`src/rtl/jab_pkg.sv`:
```
package jab_pkg;
    typedef enum logic [1:0] {
        S_IDLE  = 2'd0,
        S_XMIT  = 2'd1,
        S_LOCK  = 2'd2,
        S_DRAIN = 2'd3
    } jab_state_e;
endpackage

```
`src/rtl/jab_timer.sv`:
```
module jab_timer #(
    parameter int unsigned LIMIT = 16
) (
    input  logic clk,
    input  logic rst_n,
    input  logic run_i,
    output logic done_o
);
    localparam int unsigned W = (LIMIT < 2) ? 1 : $clog2(LIMIT + 1);
    localparam logic [W-1:0] LAST = W'(LIMIT - 1);

    logic [W-1:0] cnt_q;

    // done fires on the LIMIT-th consecutive running edge
    assign done_o = run_i && (cnt_q == LAST);

    always_ff @(posedge clk or negedge rst_n) begin
        if (!rst_n)
            cnt_q <= '0;
        else if (!run_i || done_o)
            cnt_q <= '0;
        else
            cnt_q <= cnt_q + 1'b1;
    end
endmodule

```
`src/rtl/jab_fsm.sv`:
```
module jab_fsm
    import jab_pkg::*;
(
    input  logic       clk,
    input  logic       rst_n,
    input  logic       tx_en_i,
    input  logic       inhibit_i,
    input  logic       act_done_i,
    input  logic       unjab_done_i,
    output logic       act_run_o,
    output logic       unjab_run_o,
    output logic       jab_evt_o,
    output logic       block_o
);
    jab_state_e state_q, state_d;

    always_ff @(posedge clk or negedge rst_n) begin
        if (!rst_n)
            state_q <= S_IDLE;
        else
            state_q <= state_d;
    end

    always_comb begin
        state_d = state_q;
        unique case (state_q)
            S_IDLE: begin
                if (act_done_i)                   state_d = S_LOCK;
                else if (tx_en_i && !inhibit_i)   state_d = S_XMIT;
            end
            S_XMIT: begin
                if (inhibit_i || !tx_en_i)        state_d = S_IDLE;
                else if (act_done_i)              state_d = S_LOCK;
            end
            S_LOCK: begin
                if (inhibit_i)                    state_d = S_IDLE;
                else if (unjab_done_i)            state_d = tx_en_i ? S_DRAIN : S_IDLE;
            end
            S_DRAIN: begin
                if (inhibit_i || !tx_en_i)        state_d = S_IDLE;
            end
            default:                              state_d = S_IDLE;
        endcase
    end

    always_comb begin
        act_run_o   = 1'b0;
        unjab_run_o = 1'b0;
        block_o     = 1'b0;
        unique case (state_q)
            S_IDLE, S_XMIT: act_run_o   = tx_en_i && !inhibit_i;
            S_LOCK:         begin
                                unjab_run_o = !inhibit_i;
                                block_o     = !inhibit_i;
                            end
            S_DRAIN:        block_o     = !inhibit_i;
            default:        block_o     = 1'b0;
        endcase
        jab_evt_o = act_done_i;
    end
endmodule

```
`src/rtl/jab_status.sv`:
```
module jab_status (
    input  logic clk,
    input  logic rst_n,
    input  logic set_i,
    input  logic rd_i,
    output logic stat_o
);
    logic stat_q;

    // a set on the same edge as a read wins
    always_ff @(posedge clk or negedge rst_n) begin
        if (!rst_n)
            stat_q <= 1'b0;
        else
            stat_q <= set_i | (stat_q & ~rd_i);
    end

    assign stat_o = stat_q;
endmodule

```
`src/rtl/jab_watchdog.sv`:
```
module jab_watchdog #(
    parameter int unsigned DW           = 4,
    parameter int unsigned ACT_CYCLES   = 500_000,
    parameter int unsigned UNJAB_CYCLES = 5_000_000
) (
    input  logic          clk,
    input  logic          rst_n,
    input  logic          tx_en_i,
    input  logic [DW-1:0] txd_i,
    input  logic          jab_inhibit_i,
    input  logic          stat_rd_i,
    output logic          tx_en_o,
    output logic [DW-1:0] txd_o,
    output logic          col_o,
    output logic          nlp_sel_o,
    output logic          jab_stat_o
);
    logic act_run, act_done, unjab_run, unjab_done, jab_evt, block;

    jab_timer #(.LIMIT(ACT_CYCLES)) u_act (
        .clk(clk), .rst_n(rst_n), .run_i(act_run), .done_o(act_done)
    );

    jab_timer #(.LIMIT(UNJAB_CYCLES)) u_unjab (
        .clk(clk), .rst_n(rst_n), .run_i(unjab_run), .done_o(unjab_done)
    );

    jab_fsm u_fsm (
        .clk(clk), .rst_n(rst_n),
        .tx_en_i(tx_en_i), .inhibit_i(jab_inhibit_i),
        .act_done_i(act_done), .unjab_done_i(unjab_done),
        .act_run_o(act_run), .unjab_run_o(unjab_run),
        .jab_evt_o(jab_evt), .block_o(block)
    );

    jab_status u_stat (
        .clk(clk), .rst_n(rst_n),
        .set_i(jab_evt), .rd_i(stat_rd_i), .stat_o(jab_stat_o)
    );

    assign tx_en_o   = tx_en_i && !block;
    assign txd_o     = block ? '0 : txd_i;
    assign col_o     = block;
    assign nlp_sel_o = block;
endmodule

```
`config.mk`:
```
export PLATFORM = sky130hd
export DESIGN_NAME = jab_watchdog
export DESIGN_NICKNAME = d
export VERILOG_FILES = /design/src/rtl/jab_pkg.sv /design/src/rtl/jab_timer.sv /design/src/rtl/jab_fsm.sv /design/src/rtl/jab_status.sv /design/src/rtl/jab_watchdog.sv
export SDC_FILE = /design/constraint.sdc
export NUM_CORES = 1
export LEC_CHECK = 0
export ABC_AREA = 1
export BUFFER_PORTS_ARGS = -buffer_cell sky130_fd_sc_hd__buf_2
export CAP_MARGIN = 20
export CORE_UTILIZATION = 30
export DETAILED_ROUTE_END_ITERATION = 8
export PLACE_DENSITY_LB_ADDON = 0.3
export SLEW_MARGIN = 20
export SYNTH_ARGS = -nofsm -noshare
export SYNTH_HDL_FRONTEND = slang
export SYNTH_SLANG_ARGS = --single-unit
```
`constraint.sdc`:
```
create_clock -name clk -period 2 [get_ports clk]
set_clock_uncertainty 0.1 [all_clocks]
set_input_delay 0.2 -clock clk [delete_from_list [all_inputs] [get_ports clk]]
set_output_delay 0.2 -clock clk [all_outputs]
set_load 0.005 [all_outputs]
```
# Yosys cells after proc, flatten, opt, wreduce, memory -nomap -nowiden
# Cells that the tools add are included.
[totals]
wordCells = 49
memories = 0
latch_bits = 0
ram_bits = 0
rom_bits = 0
in_bits = 9
ff_bits = 45
[classes]
n_eq_ne = 9
n_bitwise = 3
reduce_logical = 16
multipliers = 0
n_shift = 0
n_mux = 15
n_div = 0
n_lt_le_gt_ge = 0
n_addsub = 2
[ops]
columns = ["cell", "n"]
rows = [
  ["23-bit by 1-bit adder with 23-bit output (second input constant)", 1],
  ["23-bit equality test (second input constant)", 1],
  ["23-bit two-way mux", 1],
  ["19-bit by 1-bit adder with 19-bit output (second input constant)", 1],
  ["19-bit equality test (second input constant)", 1],
  ["19-bit two-way mux", 1],
  ["2-bit two-way mux", 8],
  ["2-bit one-hot mux with 4 select lines", 1],
  ["3-bit by 2-bit != test with 1-bit output (second input constant)", 2],
  ["1-bit zero test", 5],
  ["2-bit equality test (second input constant)", 2],
  ["1-bit logical AND", 4],
  ["4-bit two-way mux", 1],
  ["4-bit AND reduction", 1],
  ["2-bit OR reduction", 2],
  ["1-bit logical OR", 3],
  ["1-bit two-way mux", 3],
  ["3-bit != test (second input constant)", 1],
  ["2-bit by 1-bit equality test with 1-bit output (second input constant)", 1],
  ["2-bit zero test", 1],
  ["2-bit by 1-bit != test with 1-bit output (second input constant)", 1],
  ["1-bit bitwise AND", 1],
  ["1-bit NOT", 1],
  ["1-bit OR", 1],
]

# Longest topological paths before layout
# Gate-level depths: netlist of the first run.
[logic_depth]
word_depth = 7
ltp_mapped = 9

# Cells and area by module
# Synthesis of the first run repeated with hierarchy kept, for this count alone.
[hier_totals]
hier_cells = 429
area_unflattened_um2 = 2911.5
[by_module_without_submodules]
columns = ["module", "area_per_inst_um2", "cells_per_inst", "seq_area_each_um2", "instances"]
rows = [
  ["jab_timer at u_unjab", 1488.9, 215, 575.6, 1],
  ["jab_timer at u_act", 1123.6, 158, 475.5, 1],
  ["jab_fsm", 214.0, 40, 50.0, 1],
  ["jab_watchdog", 45.0, 11, 0.0, 1],
  ["jab_status", 40.0, 5, 25.0, 1],
]

# Worst setup path after synthesis of the first run
# Ideal clock, no wire load.
[synth_timing]
path_type = "register to register"
from = "register u_act.cnt_q[0]"
to = "register u_act.cnt_q[12]"
synth_period_minus_slack_ns = 1.550
slack_ns = 0.450
n_path_buf = 1
arrival_time_ns = 1.331
path_stages_with_launch = 8
path_cell_list = "dfrtp_1 -> ha_1 -> nand3_2 -> nor2_1 -> nand3_2 -> nand2_2 -> buf_6 -> nor2_1"
[synth_via]
elab_chain_cells = 4
word_cells_on_any_way = 5
classes_between = "add/sub (1); eq/ne (1); mux (1); reduce/logical (2)"
[synth_lines]
columns = ["item", "line_no", "text"]
rows = [
  ["start: declaration", "jab_timer.sv:12", "logic [W-1:0] cnt_q;"],
  ["start signal: assignment", "jab_timer.sv:23", "cnt_q <= cnt_q + 1'b1;"],
  ["parallel branches: the longest is 3 deep, another holds 19-bit by 1-bit adder with 19-bit output", "n/a", ""],
  ["19-bit two-way mux (*)", "jab_timer.sv:20", "else if (!run_i || done_o)"],
]
# Mark *: on every way between the ends.
# A chain may end at the register's enable or synchronous reset.

# Final worst setup path of the first run
[layout_timing]
from = "register u_act.cnt_q[0]"
to = "register u_act.cnt_q[16]"
# The elaborated chain is that of the path after synthesis.

==> results of run 1 <==
==> registers in the layout (all words and copies together), names as in the netlist <==
name,flops
u_act.cnt_q,19
u_stat.stat_o,1
u_fsm.state_q,2
u_unjab.cnt_q,23
==> tightest hold or removal path: stages <==
cell	delay (ns)
buf_2	0.10
nor3_2	0.07
o211ai_1	0.09
a21oi_1	0.04
==> area by class of cell <==
class                      count  area (sq um)
fill                         919          5410
sequential                    45          1130
multi-input combinational    263          1330
clock buffer                   7          86.3
tap                          105           131
inverter                      47           176
timing repair buffer          21           123
==> path summary, 6_finish.rpt <==
| kind | slack (ns) | cells after the start | from | end |
|---|---|---|---|---|
| max | 0.20 | 6 | u_act.cnt_q[0]$_DFF_PN0_ | u_act.cnt_q[16]$_DFF_PN0_ |
| min | 0.14 | 4 | jab_inhibit_i | u_unjab.cnt_q[4]$_DFF_PN0_ |
| max reg2reg | 0.20 | 6 | u_act.cnt_q[0]$_DFF_PN0_ | u_act.cnt_q[16]$_DFF_PN0_ |
| min reg2reg | 0.43 | 2 | u_stat.stat_o$_DFF_PN0_ | u_stat.stat_o$_DFF_PN0_ |
| max in group asynchronous | 0.98 | 3 | rst_n | u_unjab.cnt_q[2]$_DFF_PN0_ |
| min in group asynchronous | 0.42 | 3 | rst_n | u_unjab.cnt_q[13]$_DFF_PN0_ |
==> stage by stage <==
stage	hold slack, ns	power [mW]	instance area [sq um]	std cells
after detailed placement	0.233	1.26	2850	479
after floorplan	-0.196	1.17	2650	359
after global routing	0.169	1.92	2970	488
final	0.145	1.81	2970	488
after CTS	0.139	1.83	2960	488
after global placement	0.227	1.25	2850	479
==> power breakdown <==
group          leakage [nW]  switching (mW)  internal, mW
registers             0.626          0.0381         0.937
clock network        0.0443           0.289         0.275
logic                 0.557           0.177        0.0917
total                  1.23           0.504          1.30
==> layer usage <==
metal	global-route usage (%)	vias up	part of all wire [%]
met3	2.84	5	3.0
met5	0	-	0
li1	-	1170	-
met4	1.49	0	0.45
met2	23.0	35	48
met1	17.0	1040	48
==> cell usage after synthesis (3+ instances only) <==
cell	n	area, sq um
a21oi_1	10	50.1
buf_4	3	22.5
dfrtp_1	45	1130
inv_1	47	176
nand2_1	75	282
nand3_1	19	95.1
nand3_2	5	50.1
nand4_1	8	50.1
nor2_1	83	312
nor2_4	3	33.8
nor3_1	17	85.1
nor3_2	4	40.0
nor3b_1	5	37.5
o21ai_0	4	20.0
xnor2_1	5	43.8
xor2_1	14	123
==> timing repair <==
action	CTS	global route
hold buffers	2	0
hold endpoints to repair	46	0
endpoints found under the setup margin	0	14
resized for setup	0	2
==> logic make-up after synthesis <==
logic type / after synthesis / synth area share [%]
buffers and inverters: 51 / 7.92
AOI/OAI and AO/OA: 16 / 3.21
xor gates and xnor gates: 19 / 6.27
DFF: 45 / 42.4
and+or+nand+nor: 226 / 39.2
adders and majority gates: 2 / 0.943
==> key figures, run 1 <==
Timing
  – Period minus WS final: about 1.8 ns
  – Post-route clock period utilization: between 80% and 90%
  – Final slew viol count: 0
  – Setup Viol. Count Final: 0
  – Setup WS post-layout: 0.204 ns
  – Max-slew headroom: roughly 62%
  – RSZ-0062 raised after global routing: no
  – Setup TNS: 0 ns
  – Maximum clock rate: ~560 MHz
  – Final Hold Fails: 0
  – Slew at the pin closest to its max-slew limit: 0.573 ns

Routing
  – Via count: 2,250
  – DRT Pass-1 Iters: 4
  – Total wire length: between 5000 and 6000 um
  – Drt wl/cell: approximately 11 um
  – First DRT Iteration DRCs: approximately 140
  – # DRC: 0
  – Post-route ant nets: 0
  – Post-DR vias/cell: ~4.6

Critical path
  – Critical Path Most Common Cell: nand3_2
  – Crit end category: flip-flop
  – Required time of the critical path: 2.06 ns
  – Worst path slowest cell: dfrtp_1
  – Crit path DAT: around 1.9 ns
  – CP top delay family: simple AND/OR/NAND/NOR gates
  – Max incr delay on CP: between 0.4 and 0.5 ns
  – Crit Path Max Fanout: 18
  – CP cell instances: ha_1, nand3_2, nor2_1, nand3_2, nand2_2, nor3_1
  – CP Launch Type: flip-flop
  – Crit path buffers/inverters: 0
  – Critical path class: flip-flop to flip-flop

Floorplanning
  – Die Y: just under 100 um
  – Row Count: 33
  – Initial Util: a little under a third
  – Core Region: between 8000 and 9000 sq um
  – I/O pin total: 17
  – Die area: a little over 9000 sq um
  – Die width: approximately 96 um

Synth
  – Distinct cells, synth: 26
  – Post-synth top flop: dfrtp_1
  – Net Count, Synth: 370
  – Syn Area/Cell: around 7.4 sq um
  – Async SR Flop Fraction: between 90% and 100%
  – Mapped Area: roughly 2700 sq um
  – Post-synth EDFFs: 0
  – Flops & latches, synth: 45
  – Part of the Yosys area used for sequential elements: between 40% and 50%
  – Ys Warns: 0
  – Synthesized instance count: between 300 and 400

Placement
  – DPL Wire Length: about 4300 um
  – Gp weighted congestion: ~0.9
  – Port buffer count: 16
  – Place WS: 0.136 ns

Power
  – LEAKAGE: 1.23 nW
  – Pwr Density: 609 nW/um^2
  – Worst vdd ir: ~0.00033 V

Clock network
  – CTS tree: built
  – Number of H-tree levels: 2
  – Worst skew pair latency: around 0.29 ns
  – CTS Root Cell: clkbuf_8
  – Clk slew on worst S/H paths: approximately 0.080 ns
  – TritonCTS Sinks: 45
  – Postcts setup bufs: 0
  – Bufs on Longest Clock Path: 2
  – CTS buffer count: 5

Finish
  – Fin nets: 394
  – Most frequent cells in the layout: 83 x nor2_1, 75 x nand2_1, 47 x inv_1
  – Share of cells above drive strength 1: between 10% and 20%
  – Most common cell after layout, fill and taps aside: nor2_1
  – Ant diodes: 0
  – Final core occ: between 30% and 40%
  – Layout area overhead: 11.8%

Global route
  – First-pass GRT wire length: around 9600 um
  – Largest net degree at the start of global routing: 46
  – Vias in the first global route: around 2,100
  – Grt total ovfl: 0
  – GRT Util Overall: between 10% and 20%
  – Antenna violations before repair: 0

Outcome
  – Status: complete, no violations

Job
  – Max Cap Violations: 0

Worst hold path
  – Worst min path class: input port to flip-flop
Power figures use the tool's default switching activity.
==> run 2: changes to the inputs <==
- HOLD_SLACK_MARGIN: default -> 0.15
- PLACE_DENSITY_LB_ADDON: 0.3 -> default
==> run 2 against run 1 <==
Critical path depth unchanged. Largest cell class unchanged. Worst hold slack improved by 0.091 ns. Flip-flop and latch count unchanged. Highest routed layer unchanged. Combinational power about the same. Non-clock buffer count increased by 1. Total power increased by 15%. Largest power group unchanged. Clock-buffer cell count decreased by 2. Sequential share of layout area decreased by 0.74 points. Core utilization increased by 0.70 points. Sequential power about the same. Die area unchanged. Critical path type unchanged. Cell area increased by 2.0%.
==> key figures, run 2 (synthesized netlist as in run 1, its figures left out) <==
Critical path
  – Worst reg2reg setup slack: around 0.24 ns
  – CP Launch Type: flip-flop
  – Critical Path Most Common Cell: nand3_2
  – CP cell instances: ha_1, nand3_2, nor2_1, nand3_2, nand2_2, nor3_1
  – R2R Path Start: u_act.cnt_q[0]$_DFF_PN0_
  – Reg-to-reg endpoint: u_act.cnt_q[16]$_DFF_PN0_
  – Required time of the critical path: between 2 and 2.5 ns
  – Setup crit start: u_act.cnt_q[0]$_DFF_PN0_
  – Crit Path Max Fanout: 18
  – Crit path DAT: 1.84 ns
  – Critical path class: flip-flop to flip-flop
  – Reg2Reg Depth: 6
  – Crit end category: flip-flop
  – Max incr delay on CP: 0.45 ns
  – Worst path slowest cell: dfrtp_1

Global route
  – First-pass GRT wire length: 9780 um
  – GRT Util Overall: a little over an eighth
  – Largest net degree at the start of global routing: 46
  – Layer with the highest usage: met2
  – Met1 Use GR: ~17%
  – Global-route track usage on met2: between 20% and 30%
  – Met3 GRT Util: between 2 and 3%
  – Vias in the first global route: between 2,000 and 2,500
  – Antenna violations before repair: 0
  – Grt total ovfl: 0

Power
  – Pwr Density: a little under 700 nW/um^2
  – Net Switching: around 540 uW
  – Switching share of power: 26.1%
  – LEAKAGE: 1.26 nW
  – Clk network pwr share: 40.0%
  – Combinational share of power: a little over an eighth
  – Share of power burned in registers: between 40% and 50%
  – Internal: between 1.5 and 2 mW
  – Worst vdd ir: around 0.00034 V

Floorplanning
  – Die area: a little over 9000 sq um
  – I/O pin total: 17
  – Row Count: 33
  – Die width: ~96 um
  – Core Region: approximately 8400 sq um
  – Die Y: 96.1 um
  – Initial Util: a little under a third

Clock network
  – Worst skew pair latency: roughly 0.3 ns
  – CTS buffer count: 5
  – Clk slew on worst S/H paths: approximately 0.08 ns
  – CTS tree: built
  – CTS Root Cell: clkbuf_8
  – Bufs on Longest Clock Path: 2
  – Number of H-tree levels: 2
  – TritonCTS Sinks: 45

Routing
  – Post-route ant nets: 0
  – Total wire length: approximately 5500 um
  – Via count: roughly 2,200
  – First DRT Iteration DRCs: 81
  – Post-DR vias/cell: about 4.6
  – Drt wl/cell: about 11 um
  – DRT Pass-1 Iters: 4
  – # DRC: 0

Outcome
  – Status: complete, no violations

Finish
  – Fin nets: a little under 400
  – Top Registers: u_unjab.cnt_q: 23 flops, u_act.cnt_q: 19 flops, u_fsm.state_q: 2 flops
  – Most frequent cells in the layout: 83 x nor2_1, 75 x nand2_1, 47 x inv_1
  – Layout area overhead: 14.0%
  – Share of cells above drive strength 1: 11.4%
  – Ant diodes: 0
  – Max reg flops: 23
  – Reg with most FFs: u_unjab.cnt_q
  – Fill cells: between 800 and 900
  – Most common cell after layout, fill and taps aside: nor2_1

Timing
  – RSZ-0062 raised after global routing: no
  – Setup Viol. Count Final: 0
  – Maximum clock rate: 567 MHz
  – Max-slew headroom: between 60 and 70%
  – Setup WS post-layout: roughly 0.24 ns
  – Setup TNS: 0 ns
  – Final Hold Fails: 0
  – Slew at the pin closest to its max-slew limit: ~0.57 ns
  – Period minus WS final: roughly 1.8 ns
  – Final slew viol count: 0
  – Post-route clock period utilization: around nine tenths

Job
  – Max Cap Violations: 0

Placement
  – DPL Wire Length: about 4200 um
  – Place WS: about 0.17 ns
  – Gp weighted congestion: 0.854
  – Port buffer count: 16

Worst hold path
  – Beginning of the worst hold path: tx_en_i
  – Worst hold path depth: 5
  – Hold Path Sink: u_act.cnt_q[4]$_DFF_PN0_
  – Worst min path class: input port to flip-flop
[run 2: worst max-delay path by stage]
stage                                              end  slack (ns)  cells after the start
final                        u_act.cnt_q[16]$_DFF_PN0_        0.24                      6
after global routing      u_fsm.state_q[0]$_DFFE_PN0P_        0.03                      8
after floorplan              u_act.cnt_q[12]$_DFF_PN0_        0.45                      7
after CTS                 u_fsm.state_q[1]$_DFFE_PN0P_        0.16                      8
after global placement    u_fsm.state_q[1]$_DFFE_PN0P_        0.22                      8
after detailed placement  u_fsm.state_q[1]$_DFFE_PN0P_        0.17                      8
[run 2: routing by layer]
layer | routed length, um | part of all wire (%)
met5 | 0 | 0
met4 | 63 | 1.1
met3 | 143 | 2.6
met2 | 2710 | 49
met1 | 2620 | 47
[run 2: what timing repair did]
item | 4_1_cts | 5_1_grt
setup buffers | 0 | 0
hold endpoints to repair | 47 | 0
hold buffers | 3 | 0
setup endpoints to repair | 0 | 2
resized for setup | 0 | 1
[run 2: cell type report]
class	instances	area [sq um]	share of cell area [%]
clock buffers	5	68.8	2.27
well taps	105	131	4.34
repair buffers	22	133	4.38
multi-input cells	263	1320	43.7
inverters	47	176	5.83
flip-flops and latches	45	1130	37.2
clock inverters	3	68.8	2.27
[run 2: power by group through the flow]
stage | clock [mW] | combinational [mW] | sequential [mW]
after floorplan | 0 | 0.189 | 0.982
after global routing | 0.891 | 0.319 | 0.980
after CTS | 0.871 | 0.269 | 0.975
after detailed placement | 0 | 0.266 | 0.991
after global placement | 0 | 0.263 | 0.989
final | 0.829 | 0.270 | 0.975
[run 2: through the flow]
| step | instance area [sq um] | power (mW) | instances | utilization [%] | hold WS [ns] |
|---|---|---|---|---|---|
| floorplan | 2650 | 1.17 | 359 | - | -0.196 |
| global placement | 2850 | 1.25 | 479 | 34.0 | 0.218 |
| detailed placement | 2850 | 1.26 | 479 | 34.0 | 0.222 |
| finish | 3030 | 2.07 | 490 | 36.1 | 0.236 |
| CTS | 3020 | 2.11 | 490 | 36.1 | 0.219 |
| global route | 3030 | 2.19 | 490 | 36.1 | 0.267 |
[run 2: critical path, delay by kind of cell, from the launching register on]
family | cells | cell delay (ns)
simple gates | 5 | 0.84
flops | 1 | 0.45
fa+ha+maj | 1 | 0.25
==> run 3: changes to the inputs <==
- PLACE_DENSITY: default -> 0.47
==> run 3 against run 2 <==
Core utilization fell by 0.10 points. Die area did not move. Sequential power barely moved. Sequential share of layout area rose by 0.11 points. Highest routed layer unchanged. Maximum frequency fell by 3.4%. Combinational power rose by 3%. Total power fell by 4.7%. Global-route usage rose by 0.77 points. Worst hold slack improved by 0.0056 ns. Register-to-register slack got worse by 0.06 ns. Critical path depth rose by 2. Final cell count did not move.
==> key figures, run 3 (synthesized netlist as in run 1, its figures left out) <==
Outcome
  – Status: complete, no violations

Timing
  – Maximum clock rate: approximately 550 MHz
  – Slew at the pin closest to its max-slew limit: 0.515 ns
  – Hold Worst Slack: ~0.24 ns
  – Max-slew headroom: 65.6%
  – Final slew viol count: 0
  – Period minus WS final: around 1.8 ns
  – Final Hold Fails: 0
  – Setup Viol. Count Final: 0
  – Setup TNS: 0 ns
  – Post-route clock period utilization: between 90% and 100%
  – RSZ-0062 raised after global routing: no

Critical path
  – Crit path DAT: roughly 1.9 ns
  – Required time of the critical path: 2.10 ns
  – Critical path class: flip-flop to flip-flop
  – CP cell instances: ha_1, nand3_1, nor2_1, nand3_2, nand2_2, buf_12, a21oi_1, o21a_1
  – Max incr delay on CP: between 0.4 and 0.5 ns
  – R2R Path Start: u_unjab.cnt_q[0]$_DFF_PN0_
  – Crit end category: flip-flop
  – Reg-to-reg endpoint: u_unjab.cnt_q[13]$_DFF_PN0_
  – Reg2Reg Depth: 8
  – Worst reg2reg setup slack: approximately 0.17 ns
  – Worst path slowest cell: dfrtp_1
  – CP Launch Type: flip-flop
  – Crit Path Max Fanout: 22

Routing
  – Post-route ant nets: 0
  – Via count: 2,217
  – Post-DR vias/cell: around 4.5
  – DRT Pass-1 Iters: 4
  – First DRT Iteration DRCs: approximately 110
  – Total wire length: about 5800 um
  – Max Used Layer: met4
  – Drt wl/cell: 11.9 um
  – # DRC: 0
  – Met3 routed WL: roughly 180 um
  – Routed length on met2: about 2500 um
  – DRT met1 WL: 3110 um

Global route
  – Largest net degree at the start of global routing: 23
  – Vias in the first global route: slightly above 2,000
  – Grt total ovfl: 0
  – First-pass GRT wire length: roughly 10000 um
  – Antenna violations before repair: 0
  – GRT Util Overall: between 10 and 15%

Power
  – Pwr Density: ~660 nW/um^2
  – Total chip power: roughly 2.0 mW
  – Worst vdd ir: slightly below 0.0003 V
  – LEAKAGE: roughly 1.3 nW

Floorplanning
  – Row Count: 33
  – Initial Util: about a third
  – Die Y: around 96 um
  – Die width: 96.1 um
  – Core Region: 8380 sq um
  – Die area: 9230 sq um
  – I/O pin total: 17

Clock network
  – CTS tree: built
  – Worst skew pair latency: roughly 0.30 ns
  – CTS buffer count: 5
  – Number of H-tree levels: 2
  – Bufs on Longest Clock Path: 2
  – TritonCTS Sinks: 45
  – Clk slew on worst S/H paths: 0.09 ns
  – CTS Root Cell: clkbuf_8
  – Postcts setup bufs: 0

Finish
  – Ant diodes: 0
  – Most common cell after layout, fill and taps aside: nor2_1
  – Final instance area: 3020 sq um
  – Max reg flops: 23
  – Top Registers: u_unjab.cnt_q: 23 flops, u_act.cnt_q: 19 flops, u_fsm.state_q: 2 flops
  – FF/Latch Area: about 1100 sq um
  – Fill cells: 900
  – Most frequent cells in the layout: 83 x nor2_1, 75 x nand2_1, 47 x inv_1
  – Share of cells above drive strength 1: around 11%
  – Area of the multi-input gates: 1320 sq um
  – Fin nets: between 300 and 400
  – Layout area overhead: 13.7%
  – Final core occ: 36.0%
  – Reg with most FFs: u_unjab.cnt_q

Job
  – Max Cap Violations: 0

Worst hold path
  – Hold Path Sink: u_act.cnt_q[4]$_DFF_PN0_
  – Beginning of the worst hold path: tx_en_i
  – Worst hold path depth: 5
  – Worst min path class: input port to flip-flop

Placement
  – DPL Wire Length: 4480 um
  – Port buffer count: 16
  – Gp weighted congestion: between 0.8 and 0.9
  – Area after DPL: 2870 sq um
-- run 3: cell types whose count changed in the layout (fill, tap and decap cells not counted) --
cell / before / now
buf_4: 3 / 2
inv_6: 1 / 0
clkbuf_1: 0 / 1
bufinv_16: 2 / 1
buf_12: 0 / 1
clkbuf_8: 5 / 6
-- run 3: per-layer routing --
metal | GRT usage [%] | up-vias
li1 | - | 1174
met1 | 21.1 | 1015
met2 | 21.2 | 24
met3 | 2.61 | 4
met4 | 3.36 | 0
met5 | 0 | -
-- run 3: how the worst max path moves through the flow --
stage                                           from                           to  slack [ns]  cells after the start
final                     u_unjab.cnt_q[0]$_DFF_PN0_  u_unjab.cnt_q[13]$_DFF_PN0_        0.17                      8
after global routing      u_unjab.cnt_q[0]$_DFF_PN0_  u_unjab.cnt_q[13]$_DFF_PN0_        0.02                      8
after CTS                   u_act.cnt_q[0]$_DFF_PN0_    u_act.cnt_q[13]$_DFF_PN0_        0.19                      6
after detailed placement    u_act.cnt_q[0]$_DFF_PN0_    u_act.cnt_q[16]$_DFF_PN0_        0.21                      6
after global placement      u_act.cnt_q[0]$_DFF_PN0_    u_act.cnt_q[16]$_DFF_PN0_        0.23                      6
after floorplan             u_act.cnt_q[0]$_DFF_PN0_    u_act.cnt_q[12]$_DFF_PN0_        0.45                      7
-- run 3: what timing repair did --
item	in CTS	in global routing
gates resized for setup	0	1
endpoints found under the hold margin	22	0
hold buffers	3	0
setup endpoints to repair	0	6
-- run 3: report_power, final --
part | internal, mW | total [mW] | switching (mW)
Clock | 0.408 | 0.726 | 0.318
Sequential | 0.937 | 0.974 | 0.0367
Combinational | 0.0983 | 0.278 | 0.179
Total | 1.44 | 1.98 | 0.534
-- run 3: stage by stage --
stage	setup WS, ns	instances
floorplan	0.450	359
global placement	0.231	479
detailed placement	0.206	479
CTS	0.187	490
global route	0.0224	490
finish	0.174	490
-- run 3: final cells by class --
| type | instances | area share [%] |
|---|---|---|
| clock inverters | 1 | 0.995 |
| clock buffers | 7 | 2.86 |
| well taps | 105 | 4.35 |
| flip-flops and latches | 45 | 37.3 |
| inverters | 47 | 5.85 |
| repair buffers | 22 | 4.81 |
| multi-input cells | 263 | 43.8 |
-- run 3: critical path: cells and delay by family, from the launching register on --
family          cells  cell delay, ns
simple gates        4            0.58
flops               1            0.45
fa+ha+maj           1            0.27
buf+inv             1            0.16
compound gates      2            0.15
